--- config.mk ---
export PLATFORM = sky130hd
export DESIGN_NAME = cmp_interval_timer
export DESIGN_NICKNAME = d
export VERILOG_FILES = /design/src/rtl/tmr_pkg.sv /design/src/rtl/tmr_evt_sync.sv /design/src/rtl/tmr_run_fsm.sv /design/src/rtl/tmr_slice.sv /design/src/rtl/cmp_interval_timer.sv
export SDC_FILE = /design/constraint.sdc
export NUM_CORES = 1
export LEC_CHECK = 0
export BUFFER_PORTS_ARGS = -buffer_cell sky130_fd_sc_hd__buf_2
export CAP_MARGIN = 30
export CORE_MARGIN = 3
export CORE_UTILIZATION = 45
export DETAILED_ROUTE_END_ITERATION = 16
export SYNTH_ARGS = -nofsm -noshare
export SYNTH_HDL_FRONTEND = slang
export SYNTH_SLANG_ARGS = --single-unit
--- constraint.sdc ---
create_clock -name clk -period 4.35 [get_ports clk]
set_clock_uncertainty 0.2 [all_clocks]
set_input_delay 0.87 -clock clk [delete_from_list [all_inputs] [get_ports clk]]
set_output_delay 0.87 -clock clk [all_outputs]
set_load 0.005 [all_outputs]
--- src/rtl/tmr_pkg.sv ---
package tmr_pkg;

    typedef enum logic [1:0] {
        ST_IDLE = 2'b00,
        ST_RUN  = 2'b01,
        ST_HOLD = 2'b10
    } run_st_t;

    // register addresses
    localparam int ADR_DATA0 = 0;
    localparam int ADR_DATA1 = 1;
    localparam int ADR_CTRL  = 2;
    localparam int ADR_FLAGS = 3;
    localparam int ADR_CNT0  = 4;
    localparam int ADR_CNT1  = 5;

    // control bit positions
    localparam int CB_START0 = 0;
    localparam int CB_START1 = 1;
    localparam int CB_CASC   = 2;
    localparam int CB_SRC0   = 3;
    localparam int CB_SRC1   = 4;
    localparam int CB_IE0    = 5;
    localparam int CB_IE1    = 6;
    localparam int CTRL_W    = 7;

endpackage

--- src/rtl/tmr_evt_sync.sv ---
module tmr_evt_sync #(
    parameter int STAGES = 2
) (
    input  logic clk,
    input  logic rst_n,
    input  logic async_i,
    output logic rise_o
);

    logic [STAGES-1:0] sh_q;
    logic              last_q;

    always_ff @(posedge clk or negedge rst_n) begin
        if (!rst_n) begin
            sh_q   <= '0;
            last_q <= 1'b0;
        end else begin
            sh_q   <= {sh_q[STAGES-2:0], async_i};
            last_q <= sh_q[STAGES-1];
        end
    end

    // one pulse for each low-to-high change of the synchronized level
    assign rise_o = sh_q[STAGES-1] & ~last_q;

endmodule

--- src/rtl/tmr_run_fsm.sv ---
module tmr_run_fsm
    import tmr_pkg::*;
(
    input  logic    clk,
    input  logic    rst_n,
    input  logic    start_i,
    output logic    load_o,
    output logic    run_o,
    output run_st_t state_o
);

    run_st_t st_q, st_nxt;

    // state register
    always_ff @(posedge clk or negedge rst_n) begin
        if (!rst_n) st_q <= ST_IDLE;
        else        st_q <= st_nxt;
    end

    // transitions: launch, relaunch, halt
    always_comb begin
        st_nxt = st_q;
        unique case (st_q)
            ST_IDLE: if (start_i)  st_nxt = ST_RUN;
            ST_RUN:  if (!start_i) st_nxt = ST_HOLD;
            ST_HOLD: if (start_i)  st_nxt = ST_RUN;
            default:               st_nxt = ST_IDLE;
        endcase
    end

    // outputs
    always_comb begin
        load_o  = 1'b0;
        run_o   = 1'b0;
        unique case (st_q)
            ST_IDLE: load_o = start_i;
            ST_RUN:  run_o  = start_i;
            ST_HOLD: load_o = start_i;
            default: begin
                load_o = 1'b0;
                run_o  = 1'b0;
            end
        endcase
        state_o = st_q;
    end

endmodule

--- src/rtl/tmr_slice.sv ---
module tmr_slice #(
    parameter int W = 8
) (
    input  logic         clk,
    input  logic         rst_n,
    input  logic         clr_i,
    input  logic         inc_i,
    input  logic [W-1:0] data_i,
    output logic [W-1:0] cnt_o,
    output logic         eq_o
);

    logic [W-1:0] cnt_q;
    logic [W-1:0] cmp_q;

    always_ff @(posedge clk or negedge rst_n) begin
        if (!rst_n) begin
            cnt_q <= '0;
            cmp_q <= '0;
        end else begin
            if (clr_i) begin
                cnt_q <= '0;
                cmp_q <= data_i;
            end else if (inc_i) begin
                cnt_q <= cnt_q + 1'b1;
            end
        end
    end

    assign cnt_o = cnt_q;
    assign eq_o  = (cnt_q == cmp_q);

endmodule

--- src/rtl/cmp_interval_timer.sv ---
module cmp_interval_timer
    import tmr_pkg::*;
#(
    parameter int DW          = 8,
    parameter int AW          = 3,
    parameter int SYNC_STAGES = 2
) (
    input  logic          clk,
    input  logic          rst_n,
    input  logic          wr_en,
    input  logic [AW-1:0] wr_addr,
    input  logic [DW-1:0] wr_data,
    input  logic [AW-1:0] rd_addr,
    output logic [DW-1:0] rd_data,
    input  logic [1:0]    tick_i,
    input  logic [1:0]    evt_i,
    output logic [1:0]    match_o,
    output logic          irq_o
);

    localparam int NCH = 2;

    logic [NCH-1:0][DW-1:0] data_q;
    logic [NCH-1:0]         start_q, src_q, ie_q, flag_q, match_q;
    logic                   casc_q;

    logic [NCH-1:0]         start_eff, cen, evt_rise, run_w, load_w, eq_w;
    logic [NCH-1:0]         inc_w, clr_w, wrap_w;
    logic [NCH-1:0][DW-1:0] cnt_w;
    run_st_t                st_w [NCH];

    logic                   wr_ctrl_hit, wr_flag_hit;
    logic                   hit16, step16, full0;
    logic [CTRL_W-1:0]      ctrl_vec;

    assign wr_ctrl_hit = wr_en && (wr_addr == AW'(ADR_CTRL));
    assign wr_flag_hit = wr_en && (wr_addr == AW'(ADR_FLAGS));

    // software registers
    always_ff @(posedge clk or negedge rst_n) begin
        if (!rst_n) begin
            data_q  <= '0;
            start_q <= '0;
            casc_q  <= 1'b0;
            src_q   <= '0;
            ie_q    <= '0;
        end else if (wr_en) begin
            if (wr_addr == AW'(ADR_DATA0)) data_q[0] <= wr_data;
            if (wr_addr == AW'(ADR_DATA1)) data_q[1] <= wr_data;
            if (wr_ctrl_hit) begin
                start_q[0] <= wr_data[CB_START0];
                start_q[1] <= wr_data[CB_START1];
                casc_q     <= wr_data[CB_CASC];
                src_q[0]   <= wr_data[CB_SRC0];
                src_q[1]   <= wr_data[CB_SRC1];
                ie_q[0]    <= wr_data[CB_IE0];
                ie_q[1]    <= wr_data[CB_IE1];
            end
        end
    end

    // channel 1 is slaved to channel 0 in 16-bit mode
    assign start_eff = {start_q[1] & ~casc_q, start_q[0]};

    for (genvar g = 0; g < NCH; g++) begin : g_ch
        tmr_evt_sync #(.STAGES(SYNC_STAGES)) u_sync (
            .clk     (clk),
            .rst_n   (rst_n),
            .async_i (evt_i[g]),
            .rise_o  (evt_rise[g])
        );

        tmr_run_fsm u_fsm (
            .clk     (clk),
            .rst_n   (rst_n),
            .start_i (start_eff[g]),
            .load_o  (load_w[g]),
            .run_o   (run_w[g]),
            .state_o (st_w[g])
        );

        tmr_slice #(.W(DW)) u_slice (
            .clk    (clk),
            .rst_n  (rst_n),
            .clr_i  (clr_w[g]),
            .inc_i  (inc_w[g]),
            .data_i (data_q[g]),
            .cnt_o  (cnt_w[g]),
            .eq_o   (eq_w[g])
        );

        assign cen[g] = src_q[g] ? evt_rise[g] : tick_i[g];
    end

    // compare / increment steering for the two widths
    assign hit16  = eq_w[0] & eq_w[1];
    assign step16 = run_w[0] & cen[0];
    assign full0  = &cnt_w[0];

    always_comb begin
        if (casc_q) begin
            wrap_w = {1'b0, step16 & hit16};
            inc_w  = {step16 & ~hit16 & full0, step16 & ~hit16};
            clr_w  = {NCH{load_w[0] | (step16 & hit16)}};
        end else begin
            wrap_w = run_w & cen & eq_w;
            inc_w  = run_w & cen & ~eq_w;
            clr_w  = load_w | (run_w & cen & eq_w);
        end
    end

    // match pulse and sticky flags
    always_ff @(posedge clk or negedge rst_n) begin
        if (!rst_n) begin
            match_q <= '0;
            flag_q  <= '0;
        end else begin
            match_q <= wrap_w;
            for (int i = 0; i < NCH; i++) begin
                if (wrap_w[i])
                    flag_q[i] <= 1'b1;
                else if (wr_flag_hit && !wr_data[i])
                    flag_q[i] <= 1'b0;
            end
        end
    end

    assign match_o = match_q;
    assign irq_o   = |(flag_q & ie_q);

    // read path
    assign ctrl_vec = {ie_q[1], ie_q[0], src_q[1], src_q[0],
                       casc_q, start_q[1], start_q[0]};

    always_comb begin
        rd_data = '0;
        case (rd_addr)
            AW'(ADR_DATA0): rd_data = data_q[0];
            AW'(ADR_DATA1): rd_data = data_q[1];
            AW'(ADR_CTRL):  rd_data = {{(DW-CTRL_W){1'b0}}, ctrl_vec};
            AW'(ADR_FLAGS): rd_data = {{(DW-NCH){1'b0}}, flag_q};
            AW'(ADR_CNT0):  rd_data = cnt_w[0];
            AW'(ADR_CNT1):  rd_data = cnt_w[1];
            default:        rd_data = '0;
        endcase
    end

endmodule

## Yosys cells after proc, flatten, opt, wreduce, memory -nomap -nowiden

Index checks and enable logic that the tools add are counted.

| storage, ports and cells | value |
|---|---|
| output and inout bits | 11 |
| register bits | 69 |
| logic and storage cells | 105 |
| input port bits | 21 |

| operators by class | value |
|---|---|
| bitwise gates (word level) | 19 |
| multiplexer cells | 24 |
| reduce and logical (&&, ||, !) cells | 23 |
| equality and inequality tests | 18 |
| add/subtract/negate cells | 2 |

Operator list:

| operator | count |
|---|---|
| $pmux 8 s6 | 1 |
| $mux 8 | 4 |
| $add 8x1->8 const B | 2 |
| $eq 8x8->1 | 2 |
| $mux 2 | 7 |
| $eq 3x2->1 const B | 4 |
| $mux 1 | 10 |
| $reduce_and 2->1 | 5 |
| $and 1x1->1 | 8 |
| $and 2x2->2 | 4 |
| $pmux 2 s2 | 2 |
| $reduce_and 8->1 | 1 |
| $reduce_bool 2->1 | 4 |
| $eq 3x1->1 const B | 2 |
| $eq 3x3->1 const B | 2 |
| $logic_not 3->1 | 2 |
| $reduce_or 2->1 | 3 |
| $eq 2x1->1 const B | 2 |
| $eq 2x2->1 const B | 2 |
| $logic_and 1x1->1 | 4 |
| $logic_not 2->1 | 2 |
| $ne 2x1->1 const B | 2 |
| $ne 2x2->1 const B | 2 |
| $not 1->1 | 4 |
| other kinds (4) | 5 |

## Logic depth before layout (Yosys ltp)

Gate-level depths: netlist of run 1.

| depth | value |
|---|---|
| depth after elaboration | 9 |
| depth in mapped cells | 8 |
| gate-level depth less buffers | 7 |

## Hierarchy

From an unflattened synthesis of run 1, not the netlist that was laid out.

| unflattened totals | value |
|---|---|
| cells, all modules | 285 |
| area, all modules | 3428.3 µm² |

Modules (own cells, without submodules):

| module | area an instance (µm²) | instances | cells each | seq. area each (µm²) |
|---|---|---|---|---|
| cmp_interval_timer | 1539.0 | 1 | 131 | 675.6 |
| tmr_slice | 767.0 | 2 | 66 | 400.4 |
| tmr_evt_sync | 88.8 | 2 | 4 | 75.1 |
| tmr_run_fsm | 88.8 | 2 | 7 | 50.0 |

## Least setup slack after synthesis of run 1

OpenSTA, ideal clock, no wires.

| timing path | value |
|---|---|
| path kind | in2out |
| start point | in rd_addr[2] |
| end point | out rd_data[2] |
| buffers on the path | 1 |
| data required time | 3280 ps |
| slack | 1500 ps |
| data arrival time | 1780 ps |
| cell stages on the path | 4 |
| path through | clkbuf_1 > nor2b_1 > a22oi_1 > o21ai_0 |

| on the way | value |
|---|---|
| longest elaborated chain between the ends | 2 |
| elaborated cells on any way between the ends | 7 |
| those cells by class | 5 x eq/ne; 1 x mux; 1 x reduce/logical |

RTL lines:

| what | line | source |
|---|---|---|
| start, declared | cmp_interval_timer.sv:13 | `input logic [AW-1:0] rd_addr,` |
| $eq 3x3->1 (tied with other cells) | cmp_interval_timer.sv:137 | `case (rd_addr)` |
| $pmux 8 s6 (*) | cmp_interval_timer.sv:137 |  |
| end, declared | cmp_interval_timer.sv:14 | `output logic [DW-1:0] rd_data,` |

Mark *: on every way between the ends. The rest lies on a longest branch, timed or not.

## Final worst setup path of run 1

| timing path | value |
|---|---|
| start point | in rd_addr[1] |
| end point | out rd_data[3] |

The elaborated chain is that of the path after synthesis.

==> results of run 1 <==
worst register-to-register path: cells and delay by family, from the launching register on:
kind | cells | cell delay, ns
muxes | 1 | 0.42
xor gates and xnor gates | 1 | 0.22
DFF | 1 | 0.45
AOI/OAI and AO/OA | 2 | 0.70
and+or+nand+nor | 2 | 0.48
synthesized netlist by cell type (2+ instances only):
cell	number	share of area
mux2_1	2	0.0064
a31oi_1	2	0.0035
nand3b_1	4	0.0085
nand4_1	4	0.0071
nor4bb_1	2	0.0057
nor2b_1	5	0.0089
mux2_2	40	0.13
mux2i_1	5	0.014
a2111oi_2	2	0.0085
clkbuf_1	6	0.0064
nand2_1	9	0.0096
nor2_4	2	0.0064
nand2b_1	4	0.0071
nand3_1	5	0.0071
o21ai_0	8	0.011
a2111oi_0	3	0.0074
nor2_2	2	0.0035
ha_1	2	0.0071
buf_6	5	0.016
a211oi_1	7	0.015
xnor2_1	32	0.079
nor2_1	22	0.023
dfrtp_1	69	0.49
mux2_4	2	0.0085
inv_1	4	0.0043
a21oi_1	8	0.011
nand4_2	3	0.011
a22oi_1	10	0.021
worst min path at each step:
stage                        endpoint  slack, ns
6_report       g_ch[0].u_sync.sh_q[1]       0.15
4_1_cts        g_ch[0].u_sync.sh_q[1]       0.16
2_1_floorplan  g_ch[0].u_sync.sh_q[1]       0.13
5_1_grt        g_ch[0].u_sync.sh_q[1]       0.16
3_3_place_gp   g_ch[0].u_sync.sh_q[1]       0.14
3_5_place_dp   g_ch[0].u_sync.sh_q[1]       0.14
layer usage:
layer,wire length (microns),part of all wire
met1,3616,0.46
met2,3904,0.50
met4,57,0.0073
met5,0,0
met3,235,0.030
cells by family (layout without fill, tap and decap cells):
| kind of cell | after synthesis | after routing | share of synthesized area |
|---|---|---|---|
| simple gates | 69 | 69 | 0.1187 |
| fa+ha+maj | 2 | 2 | 0.007086 |
| xor+xnor | 32 | 32 | 0.07938 |
| buf+inv | 17 | 56 | 0.03012 |
| flops | 69 | 69 | 0.4890 |
| mux | 50 | 50 | 0.1630 |
| compound gates | 49 | 49 | 0.1127 |
where the power goes:
group	internal, W	switching [W]	leakage [nW]
Combinational	0.000255	0.000220	0.679
Clock	0.000237	0.000243	0.0836
Sequential	0.000792	0.000133	0.868
Total	0.00128	0.000596	1.63
registers in the layout (all words and copies together) (netlist names):
signal              flops
match_o                 2
g_ch.u_slice.cmp_q     16
g_ch.u_slice.cnt_o     16
casc_q                  1
ie_q                    2
data_q                 16
src_q                   2
flag_q                  2
g_ch.u_sync.last_q      2
g_ch.u_fsm.state_o      4
g_ch.u_sync.sh_q        4
start_q                 2
per-stage QoR:
step,instances,utilization,hold slack [ns],area [sq um]
global route,426,0.5302,0.1645,3949
global placement,410,0.5052,0.1370,3762
CTS,426,0.5302,0.1558,3949
finish,426,0.5302,0.1524,3949
detailed placement,410,0.5052,0.1373,3762
floorplan,288,-,0.1312,3531
cell type report:
cell class,count,area (sq um),share of cell area
multi-input combinational,202,1704,0.4316
inverter,4,15.01,0.003802
clock buffer,11,151.4,0.03834
clock inverter,5,35.03,0.008872
tap,99,123.9,0.03137
sequential,69,1727,0.4373
timing repair buffer,36,192.7,0.04880
cell usage in the layout, fill, tap and decap left out, types with 3 or more instances in the layout:
| cell | instances |
|---|---|
| dfrtp_1 | 69 |
| mux2_2 | 40 |
| xnor2_1 | 32 |
| buf_2 | 31 |
| nor2_1 | 22 |
| clkbuf_8 | 11 |
| a22oi_1 | 10 |
| nand2_1 | 9 |
| a21oi_1 | 8 |
| o21ai_0 | 8 |
| a211oi_1 | 7 |
| mux2i_1 | 5 |
| nand3_1 | 5 |
| nor2b_1 | 5 |
| buf_4 | 5 |
| nand4_1 | 4 |
| nand2b_1 | 4 |
| nand3b_1 | 4 |
| inv_1 | 4 |
| clkinvlp_4 | 4 |
| nand4_2 | 3 |
| a2111oi_0 | 3 |
==> summary.txt, run 1 <==
Power and ir drop
  • Power Total: 0.001879 W
  • Maximum vdd drop: 0.0002360 V
  • P per Cell Area: 475.9 mW/mm^2
  • LEAKAGE: 1.631 nW

CTS
  • Clock Tree Root: clkbuf_8
  • Bufs on Longest Clock Path: 2
  • CTS resizes: 0
  • Htree depth: 3
  • Clock Latency Late Sink: 0.34 ns
  • Hold-fix buffers, CTS: 0
  • CTS tree: built
  • CTS Buf Count: 9
  • Worst-path clk slew: 0.08 ns
  • CTS Sinks: 69
  • Post-CTS repair timing setup buffer count: 0

Floorplanning
  • Initial Util: 0.4741
  • FP Rows: 31
  • Full die area: 0.008945 sq mm
  • Die width: 94.58 microns
  • Die span in y: 94.58 microns
  • Number of I/O pins: 32
  • Core Area: 0.007447 sq mm

Hold path
  • Hold Path Stages: 0
  • Hold_sp: g_ch[0].u_sync.sh_q[0]
  • Hold crit path type: register to register

Setup path
  • Crit-path leading delay family: buffers and inverters
  • Critical Path Start Type: input pin
  • Worst Setup End Kind: primary output
  • Critical path data arrival time: 1.99 ns
  • Most Frequent Cell on Critical Path: buf_2
  • CP Class: input pin to primary output
  • Crit path to: rd_data[3]
  • CP max-delay cell: mux2_2
  • Reg2reg end: g_ch[0].u_slice.cmp_q[2]
  • CP peak stage delay: 0.38 ns
  • Worst Path Buf+Inv: 2
  • FF-to-FF path depth: 6
  • Maximum fanout along the worst path: 18
  • Levels on crit path: 5
  • Critical path required time: 3.28 ns
  • CP Launch Point: rd_addr[1]
  • Reg-to-Reg Start: g_ch[1].u_slice.cnt_o[1]
  • FF-to-FF setup slack: 1.77 ns
  • CP Cell Sequence: buf_2 -> mux2_2 -> a22oi_1 -> o21ai_0 -> buf_2

Flow run
  • Max_cap viols: 0

Synthesis
  • Most used DFF post-synth: dfrtp_1
  • Syn. warnings: 0
  • Syn avg cell area: 12.26 sq um
  • Number of synthesized flops with an enable pin: 0
  • Gate Count Post-Synth: 288
  • Post-Syn Nets: 311
  • Async S/R FF share, synth: 1.000
  • Synthesized cell area: 0.003531 sq mm
  • Sequential area share after synthesis: 0.4890
  • Yosys cell types: 47
  • FF+latch count, synth: 69

GRT
  • GRT Util Overall: 0.1972
  • Met2 Usage GRT: 0.3126
  • Largest net degree at the start of global routing: 27
  • Remaining Overflow, GRT: 0
  • Layer with the highest usage: met2
  • First-pass GRT wire length: 13,170 microns
  • Initial antenna violation count: 0
  • Global Route met1 Usage: 0.2691
  • Vias in the first global route: 2,393
  • Met3 Use GR: 0.04143

Routing
  • Routed wire length: 7814 microns
  • Post-route DRC: 0
  • DR iter-0 viols: 147
  • Vias: 2,315
  • Vias per cell: 5.434
  • Drt pass-1 iters: 4
  • Routed wire per std cell: 18.34 microns
  • Final ANT Viol Nets: 0

Timing
  • Min Tclk post-route: 3.062 ns
  • Fin. max-slew vios: 0
  • RSZ-0062 raised after global routing: no
  • Tightest Pin Transition: 0.7719 ns
  • PnR worst setup slack: 1.288 ns
  • Final setup viols: 0
  • Max frequency: 326.6 MHz
  • Final worst-path cycle share: 0.7038
  • Setup TNS: 0 ns
  • Final hold violation count: 0
  • Relative slew slack: 0.4854

Placed design
  • Number of port buffers: 31
  • Setup slack at placement: 1.301 ns
  • Final HPWL DP: 5686 microns
  • Routability congestion estimate: 0.8399

Finish
  • Layout Area Growth over Synthesis: 11.84%
  • # fillers: 684
  • Nets: 345
  • Ratio of cells with drive above 1 in the final layout: 0.3517
  • Diode count: 0

Status
  • Status: finished, final reports clean
No activity file was read; power rests on OpenSTA's default activity.
==> run 2: changes to the inputs <==
Settings changed: PLACE_DENSITY from default to 0.66.
Clock period 4.35 ns to 2.6 ns, I/O delays scaled along.
==> run 2 against run 1 <==
The run now ends with hold timing left. Global-route usage is 0.65 points lower. Core utilization is 1.3 points higher. Setup slack worse by 1.1 ns. Combinational power is 77% higher. Total power is 68% higher. Clock-buffer cell count is 1 higher. Sequential cell count stayed put. First-iteration DRC count is 38% higher. Critical path type unchanged. Highest routed layer unchanged.
==> summary.txt, run 2 (synthesized netlist as in run 1, its figures left out) <==
CTS
  • CTS Sinks: 69
  • CTS resizes: 0
  • CTS Buf Count: 9
  • Worst-path clk slew: 0.06 ns
  • Post-CTS repair timing setup buffer count: 0
  • Hold-fix buffers, CTS: 0
  • Htree depth: 3
  • Clock Tree Root: clkbuf_8
  • Clock Latency Late Sink: 0.35 ns
  • CTS tree: built
  • Bufs on Longest Clock Path: 2

GRT
  • Initial antenna violation count: 0
  • Vias in the first global route: 2,423
  • Remaining Overflow, GRT: 0
  • Largest net degree at the start of global routing: 70
  • First-pass GRT wire length: 12,710 microns
  • GRT Util Overall: 0.1907

Timing
  • PnR worst setup slack: 0.2294 ns
  • Hold WS: -0.002984 ns
  • RSZ-0062 raised after global routing: no
  • Tightest Pin Transition: 0.6032 ns
  • Fin. max-slew vios: 0
  • Relative slew slack: 0.5875
  • Final hold violation count: 5
  • Final worst-path cycle share: 0.9118
  • Final setup viols: 0
  • Max frequency: 421.8 MHz
  • Setup TNS: 0 ns
  • Min Tclk post-route: 2.371 ns

Finish
  • Commonest non-fill, non-tap cell in the layout: dfrtp_1
  • Most frequent cells in the layout: 69 x dfrtp_1, 40 x mux2_2, 32 x xnor2_1
  • Nets: 359
  • Ratio of cells with drive above 1 in the final layout: 0.3717
  • Diode count: 0
  • Layout Area Growth over Synthesis: 14.56%

Routing
  • Post-route DRC: 0
  • Drt pass-1 iters: 4
  • Vias per cell: 5.459
  • Routed wire per std cell: 18.02 microns
  • Vias: 2,391
  • Routed wire length: 7891 microns
  • Final ANT Viol Nets: 0
  • DR iter-0 viols: 203

Setup path
  • CP Class: input pin to primary output
  • FF-to-FF path depth: 6
  • Reg2reg end: g_ch[0].u_slice.cmp_q[2]
  • CP peak stage delay: 0.39 ns
  • FF-to-FF setup slack: 0.24 ns
  • Most Frequent Cell on Critical Path: buf_2
  • Reg-to-Reg Start: g_ch[1].u_slice.cmp_q[2]
  • Critical Path Start Type: input pin
  • Critical path required time: 1.88 ns
  • CP Cell Sequence: buf_2 -> mux2_2 -> a22oi_1 -> o21ai_0 -> buf_2
  • Critical path data arrival time: 1.65 ns
  • CP max-delay cell: mux2_2
  • Worst Setup End Kind: primary output
  • Maximum fanout along the worst path: 18

Placed design
  • Final HPWL DP: 5898 microns
  • Routability congestion estimate: 0.8511
  • Number of port buffers: 31
  • Setup slack at placement: 0.2521 ns

Hold path
  • Hold crit path type: input pin to asynchronous set/reset pin

Power and ir drop
  • LEAKAGE: 1.715 nW
  • P per Cell Area: 781.1 mW/mm^2
  • Maximum vdd drop: 0.0004624 V
  • Power Total: 0.003160 W

Floorplanning
  • Core Area: 0.007447 sq mm
  • Full die area: 0.008945 sq mm
  • Initial Util: 0.4741
  • Die span in y: 94.58 microns
  • FP Rows: 31
  • Number of I/O pins: 32
  • Die width: 94.58 microns

Status
  • Status: complete, but fails checks
  • Failing checks: hold timing

Flow run
  • Max_cap viols: 0
## run 2: area by class of cell
type | instances | area [sq um]
flip-flops and latches | 69 | 1727
well taps | 99 | 123.9
clock buffers | 12 | 155.1
multi-input cells | 202 | 1704
clock inverters | 2 | 10.01
repair buffers | 50 | 310.3
inverters | 4 | 15.01
fillers | 662 | 3402
## run 2: per-layer routing
layer	wire [microns]	vias to the layer above	track usage
met5	0	-	0
met1	3573	1183	0.2536
met4	153	0	0.05168
met2	3744	55	0.3038
li1	-	1137	-
met3	420	16	0.05817
## run 2: worst max path at each step
stage / slack (ns) / end / start
after floorplan: 0.43 / g_ch[0].u_slice.cmp_q[4] / g_ch[0].u_slice.cnt_o[4]
after global placement: 0.25 / rd_data[4] / rd_addr[1]
after detailed placement: 0.25 / rd_data[5] / rd_addr[1]
after CTS: 0.25 / rd_data[5] / rd_addr[1]
after global routing: 0.14 / g_ch[0].u_slice.cmp_q[5] / g_ch[1].u_slice.cnt_o[2]
final: 0.23 / rd_data[5] / rd_addr[1]
## run 2: through the flow
stage	hold slack, ns	instance area (sq um)	instances	utilization
after floorplan	0.02441	3531	288	-
after global placement	0.1338	3880	424	0.5210
after detailed placement	0.1517	3880	424	0.5210
after CTS	0.009257	4045	438	0.5432
after global routing	0.001968	4045	438	0.5432
final	-0.002984	4045	438	0.5432
## run 2: power breakdown
group          total [W]  switching (W)  internal [W]
Clock           0.000759       0.000374      0.000385
Combinational   0.000843       0.000388      0.000455
Sequential       0.00156       0.000232       0.00133
Total            0.00316       0.000994       0.00217
## run 2: critical path, delay by kind of cell
kind                   cells  cell delay (ns)
AOI/OAI and AO/OA          2             0.29
buffers and inverters      2             0.45
muxes                      1             0.39
==> run 3: changes to the inputs <==
Settings changed: ABC_AREA from default to 1, PLACE_DENSITY 0.66 to 0.65.
==> run 3 against run 2 <==
The flow now finishes without violations. Critical path depth grew 2. Global-route usage is 1.5 points higher. Sequential cell count unchanged. Clock power is 16% higher. Maximum frequency grew 1.2%. Clock-buffer cell count shrank 3. Sequential power fell by 4%. Total power increased by 5.3%. Critical endpoint is now rd_data[2]. Largest cell class unchanged.
==> summary.txt, run 3 <==
Timing
  • Tightest Pin Transition: 0.5830 ns
  • Final setup viols: 0
  • Max frequency: 427.0 MHz
  • Final worst-path cycle share: 0.9008
  • Setup TNS: 0 ns
  • Final hold violation count: 0
  • RSZ-0062 raised after global routing: no
  • Fin. max-slew vios: 0
  • Relative slew slack: 0.6102
  • Min Tclk post-route: 2.342 ns

CTS
  • Clock Tree Root: clkbuf_8
  • Htree depth: 3
  • Clock Latency Late Sink: 0.35 ns
  • CTS Sinks: 69
  • CTS Buf Count: 9
  • CTS resizes: 0
  • Hold-fix buffers, CTS: 0
  • Bufs on Longest Clock Path: 2
  • CTS tree: built
  • Post-CTS repair timing setup buffer count: 0
  • Worst-path clk slew: 0.08 ns

Routing
  • Post-route DRC: 0
  • Vias: 3,144
  • Vias per cell: 5.055
  • Final ANT Viol Nets: 0
  • Routed wire per std cell: 14.04 microns
  • Routed wire length: 8733 microns
  • DR iter-0 viols: 267
  • Drt pass-1 iters: 5

Synthesis
  • Yosys cell types: 32
  • Sequential area share after synthesis: 0.4747
  • Post-Syn Nets: 499
  • Top cells by count, synth: 161 x nand2_1, 69 x dfrtp_1, 67 x inv_1, 38 x nand3_1
  • Synth top area cells: dfrtp_1 47%, nand2_1 17%, inv_1 6.9%
  • Async S/R FF share, synth: 1.000
  • Gate Count Post-Synth: 476
  • Most common cell in the netlist: nand2_1
  • Most used DFF post-synth: dfrtp_1
  • Top cell type's share of synthesized area: 0.4747
  • Leading area contributor after synthesis: dfrtp_1
  • Number of synthesized flops with an enable pin: 0
  • Syn avg cell area: 7.641 sq um
  • Synthesized cell area: 0.003637 sq mm
  • Syn. warnings: 0
  • FF+latch count, synth: 69

Floorplanning
  • Number of I/O pins: 32
  • Die width: 95.91 microns
  • FP Rows: 32
  • Initial Util: 0.4683
  • Full die area: 0.009198 sq mm
  • Die span in y: 95.91 microns
  • Core Area: 0.007767 sq mm

Finish
  • Finished Layout Cells: 622
  • # fillers: 761
  • Diode count: 0
  • Area of the multi-input gates: 0.001580 sq mm
  • Ratio of cells with drive above 1 in the final layout: 0.1442
  • Nets: 538
  • Reg area: 0.001727 sq mm
  • Layout Area Growth over Synthesis: 13.04%
  • Most frequent cells in the layout: 161 x nand2_1, 69 x dfrtp_1, 67 x inv_1
  • Commonest non-fill, non-tap cell in the layout: nand2_1

Placed design
  • Placed Instances: 605
  • Routability congestion estimate: 0.9118
  • Number of port buffers: 31
  • Final HPWL DP: 6551 microns

Power and ir drop
  • LEAKAGE: 2.212 nW
  • P per Cell Area: 809.0 mW/mm^2
  • Maximum vdd drop: 0.0004674 V

Setup path
  • CP max-delay cell: a221oi_1
  • Critical Path Start Type: input pin
  • Most Frequent Cell on Critical Path: buf_2
  • Crit-path leading delay family: compound AO/OA/AOI/OAI gates
  • CP peak stage delay: 0.30 ns
  • Maximum fanout along the worst path: 5
  • Worst Setup End Kind: primary output
  • Critical path required time: 1.88 ns
  • Critical path data arrival time: 1.62 ns
  • CP Cell Sequence: buf_2 -> nor2_1 -> nand2_1 -> inv_1 -> a221oi_1 -> o221ai_1 -> buf_2
  • Worst Path Buf+Inv: 3
  • CP Class: input pin to primary output

Status
  • Status: finished, final reports clean

Flow run
  • Max_cap viols: 0

Hold path
  • Hold crit path type: input pin to register

GRT
  • Vias in the first global route: 2,910
  • GRT Util Overall: 0.2057
  • Initial antenna violation count: 0
  • Remaining Overflow, GRT: 0
  • First-pass GRT wire length: 14,340 microns
  • Largest net degree at the start of global routing: 70
[run 3: power by group]
group,leakage [nW],switching (W),total (W),internal [W]
Combinational,1.23,0.000604,0.000944,0.000340
Sequential,0.895,0.000198,0.00150,0.00130
Clock,0.0918,0.000438,0.000883,0.000445
[run 3: cells by family after synthesis]
family	count (synthesis)	synth area share
AND/OR/NAND/NOR	252	0.2986
AO/OA/AOI/OAI	60	0.1001
flip-flops	69	0.4747
XOR/XNOR	12	0.02890
adder cells (fa/ha/maj)	2	0.006879
buffers and inverters	81	0.09082
[run 3: worst reg2reg max path, delay by kind of cell (launching register included)]
kind | cells | cell delay [ns]
buffers and inverters | 1 | 0.21
adders and majority gates | 1 | 0.21
DFF | 1 | 0.45
AOI/OAI and AO/OA | 1 | 0.09
and+or+nand+nor | 8 | 0.87
[run 3: layout make-up]
cell class	instances	share of cell area
Clock buffer	9	0.03013
Clock inverter	7	0.01826
Inverter	74	0.06756
Multi-Input combinational cell	326	0.3844
Sequential cell	69	0.4200
Tap cell	102	0.03104
Timing Repair Buffer	35	0.04869
[run 3: worst paths after layout]
check / from / to / slack, ns / cells after the start
min in group asynchronous: rst_n / g_ch[0].u_slice.cnt_o[0] / 0.52 / 3
max in group asynchronous: rst_n / g_ch[0].u_slice.cnt_o[7] / 1.39 / 3
hold reg to reg: g_ch[0].u_sync.sh_q[0] / g_ch[0].u_sync.sh_q[1] / 0.16 / 0
hold / removal: evt_i[1] / g_ch[1].u_sync.sh_q[0] / 0.06 / 1
setup reg to reg: g_ch[0].u_slice.cnt_o[1] / g_ch[1].u_slice.cnt_o[7] / 0.51 / 11
setup / recovery: rd_addr[1] / rd_data[2] / 0.26 / 7
[run 3: layer usage]
metal	global-route usage	wire length, microns	vias up
met4	0.07701	183	0
met5	0	0	-
met2	0.3115	3898	99
met3	0.04144	540	17
met1	0.2911	4110	1448
li1	-	-	1580
[run 3: metrics by stage]
| stage | total power [W] | setup slack [ns] | area (sq um) | utilization | hold slack [ns] |
|---|---|---|---|---|---|
| global route | 0.003567 | 0.1342 | 4111 | 0.5293 | 0.04721 |
| finish | 0.003326 | 0.2579 | 4111 | 0.5293 | 0.06391 |
| global placement | 0.002433 | 0.3467 | 3902 | 0.5024 | 0.1339 |
| detailed placement | 0.002460 | 0.2691 | 3902 | 0.5024 | 0.1411 |
| floorplan | 0.002217 | 0.5612 | 3637 | - | 0.02441 |
| CTS | 0.003346 | 0.2680 | 4101 | 0.5280 | 0.003166 |
